$ cat config.mk
export PLATFORM = sky130hd
export DESIGN_NAME = pgw_walker
export DESIGN_NICKNAME = d
export VERILOG_FILES = /design/src/rtl/pgw_pkg.sv /design/src/rtl/pgw_reloc.sv /design/src/rtl/pgw_perm.sv /design/src/rtl/pgw_l1_dec.sv /design/src/rtl/pgw_l2_dec.sv /design/src/rtl/pgw_walker.sv
export SDC_FILE = /design/constraint.sdc
export NUM_CORES = 1
export LEC_CHECK = 0
export ABC_AREA = 1
export BUFFER_PORTS_ARGS = -buffer_cell sky130_fd_sc_hd__buf_2
export CAP_MARGIN = 20
export CORE_MARGIN = 10
export CORE_UTILIZATION = 40
export DETAILED_ROUTE_END_ITERATION = 10
export SLEW_MARGIN = 30
export SYNTH_ARGS = -nofsm -noshare
export SYNTH_HDL_FRONTEND = slang
export SYNTH_HIERARCHICAL = 1
export SYNTH_SLANG_ARGS = --single-unit
$ cat constraint.sdc
create_clock -name clk_i -period 5 [get_ports clk_i]
set_clock_uncertainty 0.1 [all_clocks]
set_input_delay 1.25 -clock clk_i [delete_from_list [all_inputs] [get_ports clk_i]]
set_output_delay 1.25 -clock clk_i [all_outputs]
set_load 0.01 [all_outputs]
$ cat src/rtl/pgw_pkg.sv
package pgw_pkg;
  localparam int unsigned AW      = 32;
  localparam int unsigned CODE_W  = 4;
  localparam int unsigned DOM_W   = 4;
  localparam int unsigned FSR_W   = CODE_W + DOM_W;

  localparam logic [CODE_W-1:0] C_L1_XLAT  = 4'd5;
  localparam logic [CODE_W-1:0] C_L2_XLAT  = 4'd7;
  localparam logic [CODE_W-1:0] C_SECT_DOM = 4'd9;
  localparam logic [CODE_W-1:0] C_PAGE_DOM = 4'd11;
  localparam logic [CODE_W-1:0] C_SECT_AP  = 4'd13;
  localparam logic [CODE_W-1:0] C_PAGE_AP  = 4'd15;

  localparam logic [1:0] DOM_NONE = 2'd0;
  localparam logic [1:0] DOM_RSVD = 2'd2;
  localparam logic [1:0] DOM_MGR  = 2'd3;

  typedef enum logic [1:0] {ACC_READ = 2'd0, ACC_WRITE = 2'd1, ACC_FETCH = 2'd2} acc_e;
  typedef enum logic [1:0] {L1K_FAULT, L1K_SECT, L1K_TABLE} l1_kind_e;
  typedef enum logic [1:0] {ST_IDLE, ST_L1, ST_L2, ST_DONE} walk_st_e;
endpackage

$ cat src/rtl/pgw_reloc.sv
module pgw_reloc #(
  parameter int unsigned AW    = 32,
  parameter logic [AW-1:0] LIMIT = 32'h0200_0000
) (
  input  logic [AW-1:0] va_i,
  input  logic [AW-1:0] pid_i,
  output logic [AW-1:0] mva_o
);
  assign mva_o = (va_i < LIMIT) ? va_i + pid_i : va_i;
endmodule

$ cat src/rtl/pgw_perm.sv
module pgw_perm (
  input  logic [1:0] ap_i,
  input  logic [1:0] dom_fld_i,
  input  logic       wr_i,
  input  logic       user_i,
  input  logic [1:0] rom_sys_i,
  output logic       rd_o,
  output logic       wr_o
);
  import pgw_pkg::*;
  always_comb begin
    rd_o = 1'b0;
    wr_o = 1'b0;
    if (dom_fld_i == DOM_MGR) begin
      rd_o = 1'b1;
      wr_o = 1'b1;
    end else begin
      case (ap_i)
        2'd0: if (!wr_i) begin
          case (rom_sys_i)
            2'd1:    rd_o = !user_i;
            2'd2:    rd_o = 1'b1;
            default: rd_o = 1'b0;
          endcase
        end
        2'd1: begin
          rd_o = !user_i;
          wr_o = !user_i;
        end
        2'd2: begin
          if (user_i) rd_o = !wr_i;
          else begin
            rd_o = 1'b1;
            wr_o = 1'b1;
          end
        end
        default: begin
          rd_o = 1'b1;
          wr_o = 1'b1;
        end
      endcase
    end
  end
endmodule

$ cat src/rtl/pgw_l1_dec.sv
module pgw_l1_dec
  import pgw_pkg::*;
(
  input  logic [31:0]       desc_i,
  input  logic [31:0]       mva_i,
  input  logic [31:0]       dom_ctl_i,
  output l1_kind_e          kind_o,
  output logic [CODE_W-1:0] code_o,
  output logic [DOM_W-1:0]  dom_num_o,
  output logic [1:0]        dom_fld_o,
  output logic [1:0]        ap_o,
  output logic [31:0]       sect_pa_o,
  output logic [31:0]       l2_addr_o,
  output logic              fine_o
);
  logic [1:0] typ;
  logic       unused_l1_bits;

  assign typ            = desc_i[1:0];
  assign dom_num_o      = desc_i[8:5];
  assign dom_fld_o      = dom_ctl_i[{dom_num_o, 1'b0} +: 2];
  assign ap_o           = desc_i[11:10];
  assign sect_pa_o      = {desc_i[31:20], mva_i[19:0]};
  assign l2_addr_o      = {desc_i[31:10], mva_i[19:12], 2'b00};
  assign fine_o         = (typ == 2'd3);
  assign unused_l1_bits = ^{desc_i[19:12], desc_i[9], desc_i[4:2], mva_i[31:20]};

  always_comb begin
    kind_o = L1K_FAULT;
    code_o = C_L1_XLAT;
    if (typ == 2'd0) begin
      kind_o = L1K_FAULT;
      code_o = C_L1_XLAT;
    end else if (dom_fld_o == DOM_NONE || dom_fld_o == DOM_RSVD) begin
      kind_o = L1K_FAULT;
      code_o = (typ == 2'd2) ? C_SECT_DOM : C_PAGE_DOM;
    end else if (typ == 2'd2) begin
      kind_o = L1K_SECT;
      code_o = C_SECT_AP;
    end else begin
      kind_o = L1K_TABLE;
      code_o = C_PAGE_AP;
    end
  end
endmodule

$ cat src/rtl/pgw_l2_dec.sv
module pgw_l2_dec (
  input  logic [31:0] desc_i,
  input  logic [15:0] mva_i,
  input  logic        fine_i,
  output logic        xlat_fault_o,
  output logic [1:0]  ap_o,
  output logic [31:0] pa_o
);
  logic [1:0] typ;
  logic [1:0] sub;
  logic       unused_l2_bits;

  assign typ            = desc_i[1:0];
  assign sub            = mva_i[15:14];
  assign unused_l2_bits = ^desc_i[3:2];

  always_comb begin
    xlat_fault_o = 1'b0;
    ap_o         = desc_i[{1'b0, sub, 1'b0} + 4'd4 +: 2];
    pa_o         = '0;
    case (typ)
      2'd0: xlat_fault_o = 1'b1;
      2'd1: pa_o = {desc_i[31:16], mva_i[15:0]};
      2'd2: pa_o = {desc_i[31:12], mva_i[11:0]};
      default: begin
        xlat_fault_o = !fine_i;
        ap_o         = desc_i[5:4];
        pa_o         = {desc_i[31:10], mva_i[9:0]};
      end
    endcase
  end
endmodule

$ cat src/rtl/pgw_walker.sv
module pgw_walker
  import pgw_pkg::*;
#(
  parameter logic [31:0] RELOC_LIMIT = 32'h0200_0000
) (
  input  logic              clk_i,
  input  logic              rst_ni,
  input  logic              req_i,
  input  logic [31:0]       va_i,
  input  logic [1:0]        acc_i,
  input  logic              user_i,
  input  logic              mmu_on_i,
  input  logic [1:0]        rom_sys_i,
  input  logic [31:0]       pid_i,
  input  logic [31:14]      tbl_base_i,
  input  logic [31:0]       dom_ctl_i,
  output logic              mem_req_o,
  output logic [31:0]       mem_addr_o,
  input  logic              mem_valid_i,
  input  logic [31:0]       mem_rdata_i,
  output logic              done_o,
  output logic              fault_o,
  output logic [31:0]       pa_o,
  output logic              perm_rd_o,
  output logic              perm_wr_o,
  output logic [FSR_W-1:0]  fsr_o
);
  walk_st_e          st_q;
  logic [31:0]       mva, mva_q;
  logic [31:14]      tbase_q;
  logic [31:0]       dom_ctl_q;
  logic [1:0]        rom_sys_q;
  logic              wr_req_q, user_q, fine_q;
  logic [DOM_W-1:0]  dom_num_q;
  logic [1:0]        dom_fld_q;
  logic [31:0]       l2a_q;
  logic [31:0]       pa_q;
  logic              rd_q, wr_q, fault_q;
  logic [FSR_W-1:0]  fsr_q;

  l1_kind_e          l1_kind;
  logic [CODE_W-1:0] l1_code;
  logic [DOM_W-1:0]  l1_dom;
  logic [1:0]        l1_fld, l1_ap;
  logic [31:0]       l1_pa, l1_l2a;
  logic              l1_fine;
  logic              l2_xf;
  logic [1:0]        l2_ap;
  logic [31:0]       l2_pa;
  logic [1:0]        chk_ap, chk_fld;
  logic              p_rd, p_wr;

  pgw_reloc #(.AW(AW), .LIMIT(RELOC_LIMIT)) u_reloc (
    .va_i(va_i), .pid_i(pid_i), .mva_o(mva)
  );

  pgw_l1_dec u_l1 (
    .desc_i(mem_rdata_i), .mva_i(mva_q), .dom_ctl_i(dom_ctl_q),
    .kind_o(l1_kind), .code_o(l1_code), .dom_num_o(l1_dom), .dom_fld_o(l1_fld),
    .ap_o(l1_ap), .sect_pa_o(l1_pa), .l2_addr_o(l1_l2a), .fine_o(l1_fine)
  );

  pgw_l2_dec u_l2 (
    .desc_i(mem_rdata_i), .mva_i(mva_q[15:0]), .fine_i(fine_q),
    .xlat_fault_o(l2_xf), .ap_o(l2_ap), .pa_o(l2_pa)
  );

  // one checker serves both levels
  assign chk_ap  = (st_q == ST_L2) ? l2_ap : l1_ap;
  assign chk_fld = (st_q == ST_L2) ? dom_fld_q : l1_fld;

  pgw_perm u_perm (
    .ap_i(chk_ap), .dom_fld_i(chk_fld), .wr_i(wr_req_q), .user_i(user_q),
    .rom_sys_i(rom_sys_q), .rd_o(p_rd), .wr_o(p_wr)
  );

  assign mem_req_o  = (st_q == ST_L1) || (st_q == ST_L2);
  assign mem_addr_o = (st_q == ST_L2) ? l2a_q : {tbase_q, mva_q[31:20], 2'b00};
  assign done_o     = (st_q == ST_DONE);
  assign fault_o    = done_o && fault_q;
  assign pa_o       = pa_q;
  assign perm_rd_o  = rd_q;
  assign perm_wr_o  = wr_q;
  assign fsr_o      = fsr_q;

  always_ff @(posedge clk_i or negedge rst_ni) begin
    if (!rst_ni) begin
      st_q      <= ST_IDLE;
      mva_q     <= '0;
      tbase_q   <= '0;
      dom_ctl_q <= '0;
      rom_sys_q <= '0;
      wr_req_q  <= 1'b0;
      user_q    <= 1'b0;
      fine_q    <= 1'b0;
      dom_num_q <= '0;
      dom_fld_q <= '0;
      l2a_q     <= '0;
      pa_q      <= '0;
      rd_q      <= 1'b0;
      wr_q      <= 1'b0;
      fault_q   <= 1'b0;
      fsr_q     <= '0;
    end else begin
      unique case (st_q)
        ST_IDLE: if (req_i) begin
          mva_q     <= mva;
          tbase_q   <= tbl_base_i;
          dom_ctl_q <= dom_ctl_i;
          rom_sys_q <= rom_sys_i;
          wr_req_q  <= (acc_i == ACC_WRITE);
          user_q    <= user_i;
          fault_q   <= 1'b0;
          fsr_q     <= '0;
          if (!mmu_on_i) begin
            pa_q <= mva;
            rd_q <= 1'b1;
            wr_q <= 1'b1;
            st_q <= ST_DONE;
          end else begin
            pa_q <= '0;
            rd_q <= 1'b0;
            wr_q <= 1'b0;
            st_q <= ST_L1;
          end
        end
        ST_L1: if (mem_valid_i) begin
          dom_num_q <= l1_dom;
          dom_fld_q <= l1_fld;
          case (l1_kind)
            L1K_SECT: begin
              st_q <= ST_DONE;
              if (p_rd) begin
                pa_q <= l1_pa;
                rd_q <= p_rd;
                wr_q <= p_wr;
              end else begin
                fault_q <= 1'b1;
                fsr_q   <= {l1_dom, C_SECT_AP};
              end
            end
            L1K_TABLE: begin
              l2a_q  <= l1_l2a;
              fine_q <= l1_fine;
              st_q   <= ST_L2;
            end
            default: begin
              fault_q <= 1'b1;
              fsr_q   <= {l1_dom, l1_code};
              st_q    <= ST_DONE;
            end
          endcase
        end
        ST_L2: if (mem_valid_i) begin
          st_q <= ST_DONE;
          if (l2_xf) begin
            fault_q <= 1'b1;
            fsr_q   <= {dom_num_q, C_L2_XLAT};
          end else if (p_rd) begin
            pa_q <= l2_pa;
            rd_q <= p_rd;
            wr_q <= p_wr;
          end else begin
            fault_q <= 1'b1;
            fsr_q   <= {dom_num_q, C_PAGE_AP};
          end
        end
        default: st_q <= ST_IDLE;
      endcase
    end
  end
endmodule

==> summary.md, run 1 <==
| Metric | Value |
|---|---|
| Run status | complete, no violations |
| Cell area power density | 511 nW/um2 |
| # DRC | 0 |
| Floorplan die area | 38400 um2 |
| Number of sinks on the clock net | 170 |
| Number of enable flip-flop cells after synthesis | 0 |
| CTS Hold Buffers Added | 0 |
| Type of the worst min-delay path | flip-flop to flip-flop |
| Type of the worst setup path | input pin to flip-flop |
| Ys Warns | 6 |
| Maximum number of pins on one net before global-route repair | a little over 100 |
| Buffer cell driving the clock tree root | sky130_fd_sc_hd__clkbuf_16 |
| Placement Setup Slack | 0.234 ns |
| Initial DRC Count | 846 |
| Type of origin of the critical path | input pin |
| Peak supply drop | 0.370 mV |
| Critical path buffers and inverters | 3 |
| CTS tree | done |
| Cts repair resizes | 0 |
| Routed wirelength normalized by instance count | 15.4 um |
| Maxcap violations | 0 |
| Worst-path maximum fanout | 33 |
| Gate family responsible for the most delay along the worst path | simple AND/OR/NAND/NOR gates |
| Nature of the critical path endpoint | flip-flop |
| Post-route design area | 13900 um2 |
| Effective utilization at floorplan | about 41% |
| Post-layout worst setup margin | 0.656 ns |
| Site row count | 64 |
| Slew Limit Fails | 0 |
| CTS Buf Count | 17 |
| Multi-input gate area | 6190 um2 |
| Delay contributed by the slowest stage of the critical path | 0.67 ns |
| Seq/Total Area, Yosys | 34.3% |
| Fmax achieved | 0.230 GHz |
| Crit share post-route | 86.9% |
| Die width | 196 um |
| Tightest slew margin relative to the limit | 43.9% |
| Worst-margin pin slew | around 0.84 ns |
| Ordered list of cells on the worst path | buf_2 > inv_4 > nand2_2 > nand3_1 > nand3_1 > nand3_2 > nand2_1 > inv_1 > o21ai_0 > nand2_1 > nand2_1 > nor2_2 > nand3_1 > nor2_1 > nor2_4 > nand2_2 > nand2_1 > nand2_1 |
| Share of final-layout standard cells stronger than drive strength 1 | 17.5% |
| Height of the chip | 196 um |
| Drt via density | 4.74 |
| Most instantiated flip-flop cell in the synthesis netlist | sky130_fd_sc_hd__dfrtp_1 |
| Final setup vio count | 0 |
| Final Routed Wirelength | 37.5 mm |
| Floorplan Core Area | ~31000 um2 |
| Most used cell along the critical path | sky130_fd_sc_hd__nand2_1 |
| Io pins | 233 |
| Number of filler instances in the final layout | 3358 |
| Global-route wire length before repair | 60.4 mm |
| Required @ worst endpoint | 5.21 ns |
| Clock Pin Slew Worst Setup and Hold Paths | 0.06 ns |
| Min cycle time layout | approximately 4.3 ns |
| Count of state elements after synthesis | 170 |
| Standard cell area after detailed placement | 13300 um2 |
| Worst path arrival time | about 4.6 ns |
| Area added between synthesis and finish | 11.8% |
| Tot Pwr | 7.09 mW |
| Number of iterations in the first detailed-routing pass | 7 |
| Number of global-route vias before repair | 11400 |
| Weighted congestion reported at the end of routability-driven placement | roughly 0.9 |
| Count of input and output buffers | 230 |
| RSZ-0062 raised after global routing | false |
| Worst slack on hold paths | 0.368 ns |
| Post-synthesis cell area | between 10000 and 15000 um2 |
| Number of library cell types mapped by synthesis | 36 |
| Clock tree buffer depth | 2 |
| Count of endpoints failing hold in the final timing report | 0 |
| Crit path max-delay cell type | sky130_fd_sc_hd__nor2_4 |
| Synthesized area per cell | 6.53 um2 |
| Async set-or-reset flop fraction in the synthesized netlist | 100% |
| Total number of H-tree levels | 4 |
| Leakage Power | 8.12 nW |
| Number of buffers inserted by post-CTS setup repair | 0 |
| Total congestion overflow | 0 |
| Total number of vias | between 10000 and 15000 |
| Storage element area | roughly 4300 um2 |
| Post-layout nets | roughly 2200 |
| Clock latency at the later pin of the worst-skew pair | 0.43 ns |
| Sum of net half-perimeters after detailed placement | 28.8 mm |
| GRT Resource Usage Total | 19.3% |
| Post-Syn Instances | 1897 |
| Setup Total Neg Slack | 0 ns |
| Antenna violations before repair | 4 |
| Number of nets with antenna violations after detailed routing | 0 |
## layout by cell type, fill, tap and decap left out, types with 2 or more instances in the layout
cell,instances
sky130_fd_sc_hd__clkinv_2,3
sky130_fd_sc_hd__nand3b_1,6
sky130_fd_sc_hd__inv_2,4
sky130_fd_sc_hd__nand2_2,12
sky130_fd_sc_hd__xnor2_1,14
sky130_fd_sc_hd__o211ai_1,4
sky130_fd_sc_hd__o21bai_1,4
sky130_fd_sc_hd__buf_6,2
sky130_fd_sc_hd__o21ai_0,131
sky130_fd_sc_hd__mux2_2,18
sky130_fd_sc_hd__buf_2,229
sky130_fd_sc_hd__ha_1,39
sky130_fd_sc_hd__nor2_1,84
sky130_fd_sc_hd__inv_1,275
sky130_fd_sc_hd__diode_2,4
sky130_fd_sc_hd__nand3_1,106
sky130_fd_sc_hd__dfrtp_1,170
sky130_fd_sc_hd__conb_1,3
sky130_fd_sc_hd__a21oi_1,32
sky130_fd_sc_hd__bufinv_16,2
sky130_fd_sc_hd__clkbuf_16,17
sky130_fd_sc_hd__o21ai_2,28
sky130_fd_sc_hd__nand3_2,7
sky130_fd_sc_hd__o21ai_1,13
sky130_fd_sc_hd__nor2_2,4
sky130_fd_sc_hd__clkbuf_8,3
sky130_fd_sc_hd__nand4_1,6
sky130_fd_sc_hd__nor2_4,4
sky130_fd_sc_hd__nor3_1,5
sky130_fd_sc_hd__buf_4,13
sky130_fd_sc_hd__nand2_1,777
sky130_fd_sc_hd__clkinvlp_4,3
sky130_fd_sc_hd__clkbuf_1,2
## cell usage after synthesis, drive strengths merged (14+ instances only)
cell type    n  area [um2]
nand2      790        3000
inv        280        1050
o21ai      172         966
dfrtp      170        4250
buf        114         808
nand3      113         601
nor2        92         385
ha          40         500
a21oi       32         160
clkbuf      27         101
mux2        18         203
xnor2       14         123
## power by group
part           switching [mW]  total (mW)  internal, mW
clock                   0.559        1.33         0.776
sequential              0.351        2.32          1.97
combinational            2.26        3.43          1.17
total                    3.17        7.09          3.91
## metal layers
layer  GRT usage [%]  up-vias  share of wire, %
met5               0        -                 0
met2            30.9      272                45
met3            4.64       19               6.2
met4            4.58        0              0.98
met1            25.7     5253                47
li1                -     5985                 -
## flip-flops by register name, summed over array words and instances (netlist names)
name and count:
dom_ctl_q 32, rom_sys_q 2, perm_rd_o 1, mva_q 32
fine_q 1, perm_wr_o 1, st_q 2, user_q 1
tbase_q 18, l2a_q 32, fsr_o 8, dom_num_q 4
fault_q 1, pa_o 32, dom_fld_q 2, wr_req_q 1
## worst paths after layout
kind,startpoint,endpoint,slack [ns],cells past startpoint
worst max-delay path,mem_rdata_i[5],pa_o[10]$_DFFE_PN0P_,0.66,18
worst min-delay path,fsr_o[2]$_DFFE_PN0P_,fsr_o[2]$_DFFE_PN0P_,0.37,2
worst max register to register,st_q[0]$_DFFE_PN0P_,pa_o[10]$_DFFE_PN0P_,1.23,13
worst min register to register,fsr_o[2]$_DFFE_PN0P_,fsr_o[2]$_DFFE_PN0P_,0.37,2
max in group asynchronous,rst_ni,l2a_q[9]$_DFFE_PN0P_,3.16,2
min in group asynchronous,rst_ni,dom_ctl_q[19]$_DFFE_PN0P_,0.61,1
## through the flow
step / cells / util [%]
final: 2433 / 45.3
after detailed placement: 2397 / 43.3
after floorplan: 1898 / -
after global placement: 2397 / 43.3
after CTS: 2429 / 45.3
after global routing: 2431 / 45.3
## kinds of logic after synthesis
group	count (synthesis)	share of synthesized area [%]
AND/OR/NAND/NOR	1016	33.2
buffers and inverters	421	15.8
AO/OA/AOI/OAI	214	9.68
flip-flops	170	34.3
adder cells (fa/ha/maj)	41	4.20
multiplexers	18	1.64
XOR/XNOR	15	1.06
other	2	0.0606
## cell type report
type | instances | area share (%)
Timing Repair Buffer | 244 | 9.14
Clock buffer | 22 | 3.42
Multi-Input combinational cell | 1307 | 44.7
Clock inverter | 10 | 0.830
Antenna cell | 4 | 0.0722
Inverter | 280 | 7.60
Sequential cell | 170 | 30.7
Tap cell | 396 | 3.57
## worst min-delay path, delay by kind of cell (launching register included)
family | cells | cell delay, ns
flip-flops | 1 | 0.34
AND/OR/NAND/NOR | 2 | 0.09
Power figures use the tool's default switching activity.
==> inputs of run 2 (changes only) <==
Settings changed: CORE_UTILIZATION 40 to 55, PLACE_DENSITY set to 0.79.
==> summary.md, run 2 (synthesis results as in run 1) <==
| Metric | Value |
|---|---|
| Run status | complete, no violations |
| Io pins | 233 |
| Fmax achieved | 0.235 GHz |
| Total number of vias | 11900 |
| Min cycle time layout | 4.25 ns |
| Crit share post-route | 84.9% |
| Antenna violations before repair | 3 |
| Most common cell after layout, fill and taps aside | sky130_fd_sc_hd__nand2_1 |
| Worst slack on hold paths | ~0.37 ns |
| Type of origin of the critical path | input pin |
| Count of endpoints failing hold in the final timing report | 0 |
| Site row count | between 50 and 60 |
| Routed wirelength normalized by instance count | 14.9 um |
| Worst path arrival time | 4.46 ns |
| Floorplan Core Area | 22000 um2 |
| Clock latency at the later pin of the worst-skew pair | 0.43 ns |
| Nature of the critical path endpoint | flip-flop |
| Sum of net half-perimeters after detailed placement | 26.2 mm |
| Tightest slew margin relative to the limit | 37.1% |
| RSZ-0062 raised after global routing | false |
| # DRC | 0 |
| Total congestion overflow | 0 |
| Slew Limit Fails | 0 |
| Number of iterations in the first detailed-routing pass | 5 |
| Crit. Startpoint | mem_rdata_i[5] |
| CTS Buf Count | 17 |
| Number of nets with antenna violations after detailed routing | 0 |
| Worst-margin pin slew | 0.944 ns |
| Share of final-layout standard cells stronger than drive strength 1 | 17.5% |
| Setup Total Neg Slack | 0 ns |
| Area added between synthesis and finish | 11.1% |
| Hold Path Origin | pa_o[1]$_DFFE_PN0P_ |
| Drt via density | approximately 5.1 |
| Cell area power density | 521 nW/um2 |
| Count of input and output buffers | 230 |
| Die width | 170 um |
| Worst-path maximum fanout | 33 |
| Type of the worst setup path | input pin to flip-flop |
| Clock tree buffer depth | 2 |
| Cts repair resizes | 0 |
| CTS Hold Buffers Added | 0 |
| Clock Pin Slew Worst Setup and Hold Paths | approximately 0.060 ns |
| Post-layout nets | roughly 2200 |
| Type of the worst min-delay path | flip-flop to flip-flop |
| Effective utilization at floorplan | 56.3% |
| Total number of H-tree levels | 4 |
| Startpoint of the lowest-slack register-to-register path | st_q[0]$_DFFE_PN0P_ |
| Leakage Power | about 8 nW |
| Maximum number of pins on one net before global-route repair | 101 |
| Initial DRC Count | just over 800 |
| Number of sinks on the clock net | between 150 and 200 |
| Most frequent cells in the layout | 777 x sky130_fd_sc_hd__nand2_1, 275 x sky130_fd_sc_hd__inv_1, 229 x sky130_fd_sc_hd__buf_2 |
| Number of filler instances in the final layout | 2121 |
| Height of the chip | around 170 um |
| Peak supply drop | ~0.31 mV |
| Floorplan die area | 28900 um2 |
| Weighted congestion reported at the end of routability-driven placement | around 0.97 |
| Tot Pwr | 7.18 mW |
| Maxcap violations | 0 |
| Final Routed Wirelength | 34.6 mm |
| Buffer cell driving the clock tree root | sky130_fd_sc_hd__clkbuf_16 |
| Multi-input gate area | ~6200 um2 |
| Number of buffers inserted by post-CTS setup repair | 0 |
| Number of global-route vias before repair | 11300 |
| Minimum setup slack among reg-to-reg paths | 1.34 ns |
| GRT Resource Usage Total | 23.6% |
| CTS tree | done |
| Storage element area | 4250 um2 |
| Final setup vio count | 0 |
| Global-route wire length before repair | about 56 mm |
| Required @ worst endpoint | about 5.2 ns |
==> run 2: cell types whose count changed in the layout (fill, tap and decap cells not counted), moves of 2 or more <==
cell                        change
sky130_fd_sc_hd__inv_6          +2
sky130_fd_sc_hd__bufinv_16      +2
sky130_fd_sc_hd__clkinv_2       -2
sky130_fd_sc_hd__clkbuf_8       -2
sky130_fd_sc_hd__clkinv_4       +2
==> run 2: final cells by class <==
cell class                 instances  share of cell area [%]
tap                              280                    2.55
clock inverter                    12                    1.36
timing repair buffer             243                    9.26
inverter                         280                    7.66
antenna                            3                  0.0545
multi-input combinational       1307                    45.0
sequential                       170                    30.9
clock buffer                      20                    3.25
==> run 2: per-layer routing <==
layer	routed length (um)	share of wire, %	GRT usage [%]
met3	3090	8.9	5.04
met5	0	0	0
met4	793	2.3	7.93
met1	14700	42	29.9
met2	16000	46	39.2
==> run 2: path summary, 6_finish.rpt <==
kind                            cells after the start                   endpoint
worst max-delay path                               18       pa_o[10]$_DFFE_PN0P_
worst min-delay path                                2        pa_o[1]$_DFFE_PN0P_
worst max register to register                     13       pa_o[10]$_DFFE_PN0P_
worst min register to register                      2        pa_o[1]$_DFFE_PN0P_
max in group asynchronous                           2      perm_rd_o$_DFFE_PN0P_
min in group asynchronous                           1  dom_ctl_q[20]$_DFFE_PN0P_
==> run 2: per-stage QoR <==
step | worst slack [ns] | utilization, % | std cells | instance area (um2)
floorplan | 1.81 | - | 1898 | 12400
global placement | 0.398 | 59.4 | 2279 | 13100
detailed placement | 0.331 | 59.6 | 2280 | 13100
CTS | 0.766 | 62.4 | 2312 | 13800
global route | 0.365 | 62.5 | 2315 | 13800
finish | 0.753 | 62.5 | 2315 | 13800
==> run 2: critical path, stage by stage <==
cell                      delay [ns]
sky130_fd_sc_hd__buf_2          0.36
sky130_fd_sc_hd__inv_4          0.16
sky130_fd_sc_hd__nand2_2        0.09
sky130_fd_sc_hd__nand3_1        0.06
sky130_fd_sc_hd__nand3_1        0.10
sky130_fd_sc_hd__nand3_2        0.13
sky130_fd_sc_hd__nand2_1        0.09
sky130_fd_sc_hd__inv_1          0.04
sky130_fd_sc_hd__o21ai_0        0.13
sky130_fd_sc_hd__nand2_1        0.08
sky130_fd_sc_hd__nand2_1        0.07
sky130_fd_sc_hd__nor2_2         0.05
sky130_fd_sc_hd__nand3_1        0.19
sky130_fd_sc_hd__nor2_1         0.11
sky130_fd_sc_hd__nor2_4         0.66
sky130_fd_sc_hd__nand2_2        0.62
sky130_fd_sc_hd__nand2_1        0.19
sky130_fd_sc_hd__nand2_1        0.06
==> run 2: power by group <==
part,internal [mW],switching (mW)
combinational,1.19,2.25
clock,0.857,0.563
sequential,1.97,0.348
total,4.01,3.16
==> inputs of run 3 (changes only) <==
Settings changed: ABC_AREA 1 to 0, PLACE_DENSITY 0.79 to 0.8.
Clock period 5 ns to 4.3 ns, I/O delays scaled along.
==> summary.md, run 3 <==
| Metric | Value |
|---|---|
| Run status | complete, no violations |
| Post-Syn Instances | around 1100 |
| Delay contributed by the slowest stage of the critical path | 0.64 ns |
| Worst-path maximum fanout | 21 |
| Final Routed Wirelength | 31.8 mm |
| Total number of vias | 8870 |
| Post-layout nets | 1396 |
| Effective utilization at floorplan | between 50% and 60% |
| Count of endpoints failing hold in the final timing report | 0 |
| Total congestion overflow | 0 |
| Fmax achieved | 0.262 GHz |
| Clock tree buffer depth | 2 |
| Number of iterations in the first detailed-routing pass | 5 |
| Cts repair resizes | 0 |
| Io pins | 233 |
| Post-layout worst setup margin | between 0.4 and 0.5 ns |
| Worst slack on hold paths | 0.403 ns |
| Peak supply drop | about 0.57 mV |
| Commonest cells in the netlist | 170 x sky130_fd_sc_hd__dfrtp_1, 168 x sky130_fd_sc_hd__mux2_2, 74 x sky130_fd_sc_hd__buf_4, 67 x sky130_fd_sc_hd__a22o_1, 62 x sky130_fd_sc_hd__nand2_1 |
| Floorplan die area | 27000 um2 |
| Min cycle time layout | 3.82 ns |
| CTS tree | done |
| Number of nets with antenna violations after detailed routing | 0 |
| Synthesized area per cell | 10.9 um2 |
| Most used cell along the critical path | sky130_fd_sc_hd__mux2_2 |
| Standard cell area after detailed placement | 12400 um2 |
| Crit path max-delay cell type | sky130_fd_sc_hd__mux4_1 |
| Count of input and output buffers | between 200 and 250 |
| Number of sinks on the clock net | 170 |
| Maxcap violations | 0 |
| Number of enable flip-flop cells after synthesis | 0 |
| Total number of H-tree levels | 4 |
| Routed wirelength normalized by instance count | 21.4 um |
| GRT Resource Usage Total | 23.1% |
| Post-route design area | 13000 um2 |
| Required @ worst endpoint | 4.51 ns |
| Number of filler instances in the final layout | 1641 |
| Cell taking the most area after synthesis | sky130_fd_sc_hd__dfrtp_1 |
| Worst path arrival time | roughly 4 ns |
| Clock Pin Slew Worst Setup and Hold Paths | approximately 0.07 ns |
| Ordered list of cells on the worst path | buf_2 > mux4_1 > mux4_2 > mux2_2 > a221o_1 > o211ai_4 > buf_12 > mux2_2 |
| Die width | approximately 160 um |
| Global-route wire length before repair | 49.5 mm |
| Leakage Power | 6.27 nW |
| Critical path buffers and inverters | 2 |
| Maximum number of pins on one net before global-route repair | a little under 90 |
| Crit share post-route | 88.9% |
| Nature of the critical path endpoint | flip-flop |
| Most frequent cells in the layout | 229 x sky130_fd_sc_hd__buf_2, 170 x sky130_fd_sc_hd__dfrtp_1, 168 x sky130_fd_sc_hd__mux2_2 |
| Type of origin of the critical path | input pin |
| CTS Hold Buffers Added | 0 |
| Post-synthesis cell area | 11500 um2 |
| Most common cell after layout, fill and taps aside | sky130_fd_sc_hd__buf_2 |
| Setup Total Neg Slack | 0 ns |
| # DRC | 0 |
| Placement Setup Slack | 0.0648 ns |
| Final setup vio count | 0 |
| Async set-or-reset flop fraction in the synthesized netlist | 100% |
| Most used standard cell by instance count after synthesis | sky130_fd_sc_hd__dfrtp_1 |
| Dominant cells by area after synthesis | sky130_fd_sc_hd__dfrtp_1 37%, sky130_fd_sc_hd__mux2_2 17%, sky130_fd_sc_hd__a22o_1 5.1% |
| Site row count | 52 |
| Number of buffers inserted by post-CTS setup repair | 0 |
| Type of the worst min-delay path | flip-flop to flip-flop |
| Post-placement cell count | 1450 |
| Drt via density | 5.97 |
| Buffer cell driving the clock tree root | sky130_fd_sc_hd__clkbuf_16 |
| Floorplan Core Area | between 20000 and 25000 um2 |
| Non-filler cells, final | between 1000 and 1500 |
| Type of the worst setup path | input pin to flip-flop |
| Area share of the largest cell type after synthesis | 37.1% |
| Share of final-layout standard cells stronger than drive strength 1 | 43.1% |
| Seq/Total Area, Yosys | 37.1% |
| Weighted congestion reported at the end of routability-driven placement | 0.904 |
| Count of state elements after synthesis | 170 |
| Sum of net half-perimeters after detailed placement | 24.4 mm |
| Worst-margin pin slew | 0.892 ns |
| Ys Warns | 6 |
| Number of global-route vias before repair | ~9000 |
| Clock latency at the later pin of the worst-skew pair | approximately 0.43 ns |
| Gate family responsible for the most delay along the worst path | multiplexers |
| Antenna violations before repair | 3 |
| Cell area power density | 675 nW/um2 |
| Minimum setup slack among reg-to-reg paths | a little over 1 ns |
| CTS Buf Count | 17 |
| Initial DRC Count | approximately 700 |
| Area added between synthesis and finish | 13.3% |
| Most instantiated flip-flop cell in the synthesis netlist | sky130_fd_sc_hd__dfrtp_1 |
| RSZ-0062 raised after global routing | false |
| Number of library cell types mapped by synthesis | 83 |
| Height of the chip | 164 um |
| Slew Limit Fails | 0 |
| Tightest slew margin relative to the limit | roughly two fifths |
## run 3: changes by cell type after synthesis, moves of 11 or more
cell	before	now
sky130_fd_sc_hd__mux2_2	18	168
sky130_fd_sc_hd__nor2b_1	0	31
sky130_fd_sc_hd__a22o_1	0	67
sky130_fd_sc_hd__buf_2	28	17
sky130_fd_sc_hd__mux2i_1	0	12
sky130_fd_sc_hd__nor2_1	84	24
sky130_fd_sc_hd__a21o_1	1	18
sky130_fd_sc_hd__nand3_1	106	19
sky130_fd_sc_hd__o21ai_0	131	34
sky130_fd_sc_hd__inv_1	275	24
sky130_fd_sc_hd__mux2_4	0	30
sky130_fd_sc_hd__nand2_1	778	62
sky130_fd_sc_hd__o21ai_2	28	2
sky130_fd_sc_hd__nand2_2	12	0
## run 3: routing by layer
layer | part of all wire [%] | GRT usage [%] | routed length, um | vias to the layer above
li1 | - | - | - | 4096
met1 | 42 | 30.0 | 13400 | 4387
met2 | 47 | 36.7 | 14800 | 358
met3 | 9.6 | 7.08 | 3070 | 27
met4 | 1.7 | 6.26 | 537 | 2
met5 | 0.041 | 0 | 13 | -
## run 3: metrics by stage
stage                     total power, mW  util, %
after global routing                 9.29     63.7
final                                8.76     63.7
after detailed placement             7.25     60.8
after floorplan                      6.14        -
after CTS                            8.81     63.7
after global placement               7.09     60.8
## run 3: cells by family (layout without fill, tap and decap cells)
group | count (synthesis) | in the layout | synth area share [%]
muxes | 215 | 215 | 22.6
buffers and inverters | 157 | 314 | 8.15
adders and majority gates | 42 | 42 | 4.64
xor gates and xnor gates | 17 | 17 | 1.30
and+or+nand+nor | 205 | 205 | 9.72
AOI/OAI and AO/OA | 246 | 246 | 16.4
other | 2 | 6 | 0.0656
DFF | 170 | 170 | 37.1
## run 3: path summary, 6_finish.rpt
check                                       from                        end  cells past startpoint
min in group asynchronous                 rst_ni  dom_ctl_q[16]$_DFFE_PN0P_                      1
hold reg to reg            l2a_q[30]$_DFFE_PN0P_      l2a_q[30]$_DFFE_PN0P_                      1
setup / recovery                  mem_rdata_i[5]        pa_o[0]$_DFFE_PN0P_                      8
max in group asynchronous                 rst_ni      mva_q[12]$_DFFE_PN0P_                      2
hold / removal             l2a_q[30]$_DFFE_PN0P_      l2a_q[30]$_DFFE_PN0P_                      1
setup reg to reg             st_q[0]$_DFFE_PN0P_        pa_o[0]$_DFFE_PN0P_                      8
## run 3: where the power goes
part	internal (mW)	leakage [nW]	switching, mW	total (mW)
sequential	2.36	2.08	0.476	2.84
combinational	2.28	3.90	2.11	4.40
clock	0.785	0.293	0.740	1.53
## run 3: worst register-to-register path, delay by kind of cell, from the launching register on
family / cells / cell delay, ns
buffers and inverters: 2 / 0.38
multiplexers: 2 / 0.80
adder cells (fa/ha/maj): 2 / 0.82
AO/OA/AOI/OAI: 2 / 0.64
flip-flops: 1 / 0.44
## run 3: final cells by class
type                            count  area, um2  area share, %
Multi-Input combinational cell    728       6280           48.4
Sequential cell                   170       4250           32.8
Timing Repair Buffer              258       1410           10.8
Inverter                           24       90.1          0.694
Clock buffer                       17        425           3.28
Tap cell                          270        338           2.60
Clock inverter                     15        176           1.36
Antenna cell                        3       7.51         0.0578
